File: src/rtl/vbl_pkg.sv
package vbl_pkg;
   localparam int unsigned REG_ENABLE = 0;
   localparam int unsigned REG_STATUS = 1;

   localparam logic [31:0] ACK_MASK_V0 = 32'hFC08_0EFF;
   localparam logic [31:0] ACK_MASK_V1 = 32'h000F_040F;
endpackage

File: src/rtl/vbl_frame_timer.sv
module vbl_frame_timer #(
   parameter int unsigned PERIOD_CYC = 4_166_667,
   localparam int unsigned CW = (PERIOD_CYC > 2) ? $clog2(PERIOD_CYC) : 1
) (
   input  logic clk,
   input  logic rst,
   input  logic restart,
   input  logic stop,
   output logic tick
);
   localparam logic [CW-1:0] LAST = CW'(PERIOD_CYC - 1);

   logic          running_q;
   logic [CW-1:0] count_q;

   assign tick = running_q && (count_q == LAST);

   always_ff @(posedge clk) begin
      if (rst) begin
         running_q <= 1'b0;
         count_q   <= '0;
      end else if (restart) begin
         running_q <= 1'b1;
         count_q   <= '0;
      end else if (stop) begin
         running_q <= 1'b0;
         count_q   <= '0;
      end else if (running_q) begin
         count_q <= tick ? '0 : count_q + 1'b1;
      end
   end
endmodule

File: src/rtl/vbl_irq_regs.sv
module vbl_irq_regs
   import vbl_pkg::*;
#(
   parameter int unsigned DATA_W  = 32,
   parameter int unsigned ADDR_W  = 2,
   parameter int unsigned VBL_BIT = 0
) (
   input  logic              clk,
   input  logic              rst,
   input  logic              wr,
   input  logic              rd,
   input  logic [ADDR_W-1:0] addr,
   input  logic [DATA_W-1:0] wdata,
   input  logic              tick,
   input  logic [DATA_W-1:0] ack_mask,
   output logic [DATA_W-1:0] enable_q,
   output logic [DATA_W-1:0] status_q,
   output logic              restart,
   output logic              stop,
   output logic [DATA_W-1:0] rdata
);
   logic sel_en, sel_st, en_wr, st_wr;
   logic [DATA_W-1:0] status_d;

   assign sel_en  = (addr == ADDR_W'(REG_ENABLE));
   assign sel_st  = (addr == ADDR_W'(REG_STATUS));
   assign en_wr   = wr && sel_en;
   assign st_wr   = wr && sel_st;
   assign restart = en_wr && wdata[VBL_BIT];
   assign stop    = en_wr && !wdata[VBL_BIT];

   always_comb begin
      status_d = status_q;
      if (st_wr)
         status_d = status_d & ~(wdata & ack_mask);
      if (tick || restart)
         status_d[VBL_BIT] = 1'b1;
   end

   always_ff @(posedge clk) begin
      if (rst) begin
         enable_q <= '0;
         status_q <= '0;
      end else begin
         if (en_wr)
            enable_q <= wdata;
         status_q <= status_d;
      end
   end

   always_comb begin
      rdata = '0;
      if (rd && sel_en)
         rdata = enable_q;
      else if (rd && sel_st)
         rdata = status_q;
   end
endmodule

File: src/rtl/vbl_irq_ctrl.sv
module vbl_irq_ctrl
   import vbl_pkg::*;
#(
   parameter int unsigned DATA_W     = 32,
   parameter int unsigned ADDR_W     = 2,
   parameter int unsigned VBL_BIT    = 0,
   parameter int unsigned PERIOD_CYC = 4_166_667,
   parameter int unsigned VARIANT    = 0
) (
   input  logic              clk,
   input  logic              rst,
   input  logic              bus_wr,
   input  logic              bus_rd,
   input  logic [ADDR_W-1:0] bus_addr,
   input  logic [DATA_W-1:0] bus_wdata,
   output logic [DATA_W-1:0] bus_rdata,
   output logic              irq
);
   if (VBL_BIT >= DATA_W) begin : bad_vbl_bit
      $error("VBL_BIT must lie inside DATA_W");
   end
   if (PERIOD_CYC < 2) begin : bad_period
      $error("PERIOD_CYC must be at least 2");
   end
   if (VARIANT > 1) begin : bad_variant
      $error("VARIANT must be 0 or 1");
   end
   if (ADDR_W < 1) begin : bad_addr_w
      $error("ADDR_W must be at least 1");
   end

   logic [DATA_W-1:0] ack_mask;
   logic [DATA_W-1:0] enable_q, status_q;
   logic              vbl_tick, restart, stop;

   if (VARIANT == 0) begin : g_mask_v0
      assign ack_mask = DATA_W'(ACK_MASK_V0);
   end else begin : g_mask_v1
      assign ack_mask = DATA_W'(ACK_MASK_V1);
   end

   vbl_frame_timer #(.PERIOD_CYC(PERIOD_CYC)) timer_i (
      .clk     (clk),
      .rst     (rst),
      .restart (restart),
      .stop    (stop),
      .tick    (vbl_tick)
   );

   vbl_irq_regs #(.DATA_W(DATA_W), .ADDR_W(ADDR_W), .VBL_BIT(VBL_BIT)) regs_i (
      .clk      (clk),
      .rst      (rst),
      .wr       (bus_wr),
      .rd       (bus_rd),
      .addr     (bus_addr),
      .wdata    (bus_wdata),
      .tick     (vbl_tick),
      .ack_mask (ack_mask),
      .enable_q (enable_q),
      .status_q (status_q),
      .restart  (restart),
      .stop     (stop),
      .rdata    (bus_rdata)
   );

   assign irq = |(status_q & enable_q);
endmodule

File: config.mk
export PLATFORM = sky130hd
export DESIGN_NAME = vbl_irq_ctrl
export DESIGN_NICKNAME = d
export VERILOG_FILES = /design/src/rtl/vbl_pkg.sv /design/src/rtl/vbl_frame_timer.sv /design/src/rtl/vbl_irq_regs.sv /design/src/rtl/vbl_irq_ctrl.sv
export SDC_FILE = /design/constraint.sdc
export NUM_CORES = 1
export LEC_CHECK = 0
export BUFFER_PORTS_ARGS = -buffer_cell sky130_fd_sc_hd__buf_2
export CAP_MARGIN = 20
export CORE_MARGIN = 2
export CORE_UTILIZATION = 30
export DETAILED_ROUTE_END_ITERATION = 10
export PLACE_DENSITY_LB_ADDON = 0.05
export SLEW_MARGIN = 25
export SYNTH_ARGS = -nofsm -noshare
export SYNTH_HDL_FRONTEND = slang
export SYNTH_SLANG_ARGS = --single-unit
export TNS_END_PERCENT = 1
File: constraint.sdc
create_clock -name clk -period 2.5 [get_ports clk]
set_input_delay 0 -clock clk [delete_from_list [all_inputs] [get_ports clk]]
set_output_delay 0 -clock clk [all_outputs]
set_load 0.1 [all_outputs]
==> key figures, run 1 <==
Clock network
  • Maximum buffer depth of the clock tree: 2
  • H-tree levels: 3
  • CTS tree: done
  • CTS sink cnt: 73
  • Worst skew pair latency: 0.35 ns
  • CTS clk-pin slew, worst paths: 0.07 ns
  • Postcts setup bufs: 0
  • Post-CTS sizing: 0
  • Total CTS buffers: 9
  • CTS root buf: clkbuf_8
  • Hold buffers post-CTS: 32

STA
  • Max Slew Vio Count: 0
  • Fmax: 0.505 GHz
  • Tcrit/Tclk final: 0.792
  • Worst-Margin Slew: 0.774 ns
  • Final setup viols: 0
  • Crit path time final: 1.98 ns
  • Final hold vios: 0
  • Slew headroom: 0.484
  • Setup repair after global routing missed its margin: no
  • Setup TNS: 0 ns
  • Skew final: 0.00496 ns

Yosys
  • Gate count after technology mapping: 386
  • Syn Area/Cell: 8.33 um^2
  • Yosys warns: 0
  • Seq/Total Area, Yosys: 0.454
  • Synthesized flop and latch total: 73
  • Top FF cell, synth: dfxtp_1
  • Yosys cell types: 38
  • Post-synth EDFFs: 0
  • Syn Nets: 426
  • Synth async-reset ratio: 0
  • Mapped Area: 0.00322 mm^2

Critical path
  • Crit Path Class: reg -> reg
  • Startpoint Class: register
  • CP max FO: 6
  • CP Cell Sequence: ha_1 > nand4_1 > or4_4 > or3_1 > a21oi_1
  • Setup slack, reg-to-reg: 0.52 ns
  • WP data arrival: 2.27 ns
  • Critical-path top delay cell: or4_4
  • Crit path buffers/inverters: 0
  • CP max stage delay: 0.57 ns
  • Worst Path Required: 2.79 ns
  • Reg2reg start: timer_i.count_q[1]$_SDFFE_PP0P_
  • RR Endpoint: timer_i.count_q[20]$_SDFFE_PP0P_
  • Setup crit end kind: register
  • Largest delay share family, worst path: simple AND/OR/NAND/NOR gates
  • Depth of the most critical reg-to-reg path: 5

Run status
  • Outcome: completed

Routing
  • Vias: 2999
  • First-pass detailed-route iteration total: 4
  • Drt initial violations: 125
  • Routed len/inst: 13.9 um
  • ANT nets after route: 0
  • Vias per cell: 4.83
  • DRC: 0
  • WL final: 8.63 mm

GRT
  • Initial antenna violation count: 0
  • GRT Util Overall: 0.153
  • First-pass GRT wire length: 13.8 mm
  • Vias in the first global route: 2786
  • GRT Residual Overflow: 0
  • Largest net degree at the start of global routing: 36

Hold path
  • Hold Path Class: in -> reg
  • Hold Path Origin: rst
  • Worst Hold Path EP: regs_i.enable_q[2]$_SDFFE_PP0N_
  • Worst hold stages: 2

Cells and area
  • Commonest non-fill, non-tap cells in the layout: nand2_1 (75), dfxtp_1 (73), buf_2 (70)
  • Antenna cells: 0
  • Number of fill cells in the layout: 1105
  • Area Overhead vs Synth: 32.5%
  • Fraction of layout cells with a size suffix above 1: 0.202
  • Most common cell after layout, fill and taps aside: nand2_1
  • Fin nets: 521

Place
  • IO buf count: 70
  • Dpl hpwl: 5.66 mm
  • GP Congestion: 0.741

Power and ir drop
  • Max IR drop VDD: 0.294 mV
  • Tot Pwr: 2.51 mW
  • PD cells: 589 mW/mm^2
  • Static leakage: 1.66 nW

Floorplanning
  • Die Area: 0.0116 mm^2
  • Die W: 108 um
  • Core Box Area: 0.0104 mm^2
  • Die H: 108 um
  • # IOs: 71
  • Starting density of the core: 0.310
  • # rows: 37

Run
  • Maxcap violations: 0
-- worst reg2reg max path: stages, from the launching register on --
cell     delay (ns)
dfxtp_1        0.39
ha_1           0.30
nand4_1        0.20
or4_4          0.57
or3_1          0.32
a21oi_1        0.14
-- power by group --
group | internal [mW] | switching (mW) | total, mW
Sequential | 1.18 | 0.0126 | 1.19
Clock | 0.685 | 0.442 | 1.13
Combinational | 0.0833 | 0.107 | 0.191
-- per-layer routing --
metal | vias up | GRT usage | wire, um
li1 | 1545 | - | -
met1 | 1357 | 0.210 | 4210
met2 | 88 | 0.232 | 3800
met3 | 9 | 0.0339 | 500
met4 | 0 | 0.0577 | 117
met5 | - | 0 | 0
-- logic make-up (layout without fill, tap and decap cells) --
family / count (synthesis) / in the layout / share of synthesized area
AND/OR/NAND/NOR: 175 / 175 / 0.284
AO/OA/AOI/OAI: 97 / 97 / 0.187
flip-flops: 73 / 73 / 0.454
buffers and inverters: 26 / 125 / 0.0311
XOR/XNOR: 13 / 13 / 0.0354
adder cells (fa/ha/maj): 2 / 2 / 0.00778
-- sequential cells by signal, summed over array words and instances (netlist names) --
register and flops:
timer_i.running_q 1, regs_i.status_q 18, timer_i.count_q 22, regs_i.enable_q 32
-- worst max path at each step --
| stage | from | end | slack (ns) | depth (start not counted) |
|---|---|---|---|---|
| after floorplan | timer_i.count_q[1]$_SDFFE_PP0P_ | timer_i.count_q[20]$_SDFFE_PP0P_ | 0.72 | 5 |
| after global placement | timer_i.count_q[1]$_SDFFE_PP0P_ | timer_i.count_q[20]$_SDFFE_PP0P_ | 0.60 | 5 |
| after detailed placement | timer_i.count_q[1]$_SDFFE_PP0P_ | timer_i.count_q[20]$_SDFFE_PP0P_ | 0.54 | 5 |
| after CTS | timer_i.count_q[1]$_SDFFE_PP0P_ | timer_i.count_q[20]$_SDFFE_PP0P_ | 0.54 | 5 |
| after global routing | timer_i.count_q[1]$_SDFFE_PP0P_ | timer_i.count_q[20]$_SDFFE_PP0P_ | 0.43 | 5 |
| final | timer_i.count_q[1]$_SDFFE_PP0P_ | timer_i.count_q[20]$_SDFFE_PP0P_ | 0.52 | 5 |
-- cell usage after synthesis, drive strengths merged, types with 5 or more instances --
library cell  instances  area share
and2                 15       0.029
nand2b               19       0.037
nand2                75       0.088
o21ai                 5      0.0078
nand4                12       0.028
xor2                  9       0.025
or4                   6       0.015
nor2                 15       0.018
clkbuf               22       0.026
a21oi                57       0.089
dfxtp                73        0.45
nand3                 8       0.012
a22o                 21       0.057
-- cell type report --
type / count / area, um^2 / area share
multi-input cells: 287 / 1660 / 0.391
flip-flops and latches: 73 / 1460 / 0.343
repair buffers: 108 / 716 / 0.168
well taps: 136 / 170 / 0.0399
clock buffers: 10 / 138 / 0.0323
clock inverters: 5 / 104 / 0.0244
inverters: 2 / 7.51 / 0.00176
-- stage by stage --
| step | hold slack [ns] | std cells | setup WS [ns] | utilization | instance area (um^2) |
|---|---|---|---|---|---|
| 2_1_floorplan | 0.0877 | 386 | 0.722 | - | 3220 |
| 3_3_place_gp | 0.189 | 574 | 0.603 | 0.357 | 3700 |
| 3_5_place_dp | 0.192 | 574 | 0.537 | 0.357 | 3700 |
| 4_1_cts | 0.0209 | 621 | 0.536 | 0.411 | 4260 |
| 5_1_grt | 0.0435 | 621 | 0.433 | 0.411 | 4260 |
| 6_report | 0.0311 | 621 | 0.520 | 0.411 | 4260 |
(Power assumes the default switching activity.)
==> run 2, diff against run 1 <==
- clock period: 2.5 -> 1.7 ns (I/O delays scaled with it)
==> key figures, run 2 (synthesis gave the netlist of run 1 again) <==
Place
  • GP Congestion: 0.789
  • Dpl hpwl: 6.12 mm
  • Placement Cell Area: 0.00432 mm^2
  • Pre-CTS WS: -0.00431 ns
  • IO buf count: 70
  • Placed cell count: 589

STA
  • Skew final: 0.0110 ns
  • Final setup viols: 0
  • Slew headroom: 0.484
  • Final hold vios: 0
  • Setup repair after global routing missed its margin: yes
  • Setup TNS: 0 ns
  • Worst Setup Slack, final: 0.0359 ns
  • Max Slew Vio Count: 0
  • Crit path time final: 1.66 ns
  • Worst-Margin Slew: 0.773 ns
  • Final hold slack: 0.0622 ns
  • Fmax: 0.601 GHz
  • Tcrit/Tclk final: 0.979

Routing
  • Vias per cell: 4.86
  • Routed len/inst: 14.2 um
  • ANT nets after route: 0
  • WL final: 9.04 mm
  • Vias: 3094
  • First-pass detailed-route iteration total: 4
  • DRC: 0
  • Drt initial violations: 118

Cells and area
  • Number of flip-flops under the largest register name: 32
  • Final Util: 0.471
  • Antenna cells: 0
  • Fin nets: 536
  • Most common cell after layout, fill and taps aside: nand2_1
  • Reg area: 0.00147 mm^2
  • Area Overhead vs Synth: 51.9%
  • Fraction of layout cells with a size suffix above 1: 0.253
  • Most flops, register: regs_i.enable_q
  • Design Area, Final: 0.00488 mm^2
  • Top flop regs: regs_i.enable_q (32), timer_i.count_q (22), regs_i.status_q (18)
  • Area of the multi-input gates: 0.00170 mm^2
  • Number of fill cells in the layout: 1014
  • Final Non-Filler Cells: 637
  • Commonest non-fill, non-tap cells in the layout: nand2_1 (75), dfxtp_1 (65), a21oi_1 (57)

GRT
  • Vias in the first global route: 3105
  • Initial antenna violation count: 0
  • GRT Util Overall: 0.165
  • First-pass GRT wire length: 15.3 mm
  • GRT Residual Overflow: 0
  • Largest net degree at the start of global routing: 37

Power and ir drop
  • Static leakage: 1.81 nW
  • PD cells: 702 mW/mm^2
  • Max IR drop VDD: 0.308 mV
  • Tot Pwr: 3.43 mW

Floorplanning
  • # IOs: 71
  • Die W: 108 um
  • Die Area: 0.0116 mm^2
  • Starting density of the core: 0.310
  • # rows: 37
  • Die H: 108 um
  • Core Box Area: 0.0104 mm^2

Clock network
  • H-tree levels: 3
  • Maximum buffer depth of the clock tree: 2
  • CTS tree: done
  • CTS sink cnt: 73
  • Total CTS buffers: 9
  • Worst skew pair latency: 0.34 ns
  • Postcts setup bufs: 0
  • CTS clk-pin slew, worst paths: 0.08 ns
  • CTS root buf: clkbuf_8

Critical path
  • WP data arrival: 1.66 ns
  • Depth of the most critical reg-to-reg path: 5
  • Worst Path Required: 1.70 ns
  • CP Cell Sequence: a22o_1 > a221oi_2 > and3_1 > nand4_1 > buf_8
  • Crit Path Class: reg -> out
  • Setup crit end kind: output port
  • Startpoint Class: register
  • CP max FO: 3
  • Critical-path top delay cell: dfxtp_1
  • CP max stage delay: 0.33 ns

Hold path
  • Worst hold stages: 2
  • Hold Path Class: in -> reg

Run
  • Maxcap violations: 0

Run status
  • Outcome: completed
run 2: area by class of cell:
class	count	area share
well taps	136	0.0348
flip-flops and latches	73	0.301
repair buffers	123	0.273
inverters	2	0.00154
clock buffers	10	0.0261
multi-input cells	287	0.349
clock inverters	6	0.0141
run 2: worst paths after layout:
kind                                                       start                          endpoint  slack [ns]
worst max-delay path             regs_i.enable_q[4]$_SDFFE_PP0N_                               irq        0.04
worst min-delay path                                         rst   regs_i.enable_q[3]$_SDFFE_PP0N_        0.06
worst max register to register   timer_i.count_q[0]$_SDFFE_PP0P_  timer_i.count_q[20]$_SDFFE_PP0P_        0.04
worst min register to register  regs_i.enable_q[24]$_SDFFE_PP0N_  regs_i.enable_q[24]$_SDFFE_PP0N_        0.45
run 2: per-layer routing:
metal / vias up / GRT usage / part of all wire
met5: - / 0 / 0
met4: 0 / 0.0641 / 0.012
met3: 8 / 0.0291 / 0.048
met2: 73 / 0.253 / 0.45
met1: 1434 / 0.230 / 0.49
li1: 1579 / - / -
run 2: where the power goes:
| group | switching, mW | leakage, nW | internal [mW] |
|---|---|---|---|
| Combinational | 0.165 | 1.12 | 0.146 |
| Clock | 0.682 | 0.0964 | 0.683 |
| Sequential | 0.0185 | 0.594 | 1.74 |
run 2: timing repair:
action,4_1_cts,5_1_grt
endpoints found under the hold margin,51,0
endpoints found under the setup margin,2,22
pin swaps,1,0
hold buffers,32,0
gates resized for setup,7,11
run 2: worst max-delay path: cells and delay by family, from the launching register on:
family          cells  cell delay, ns
compound gates      2            0.44
buf+inv             1            0.22
flops               1            0.33
simple gates        2            0.32
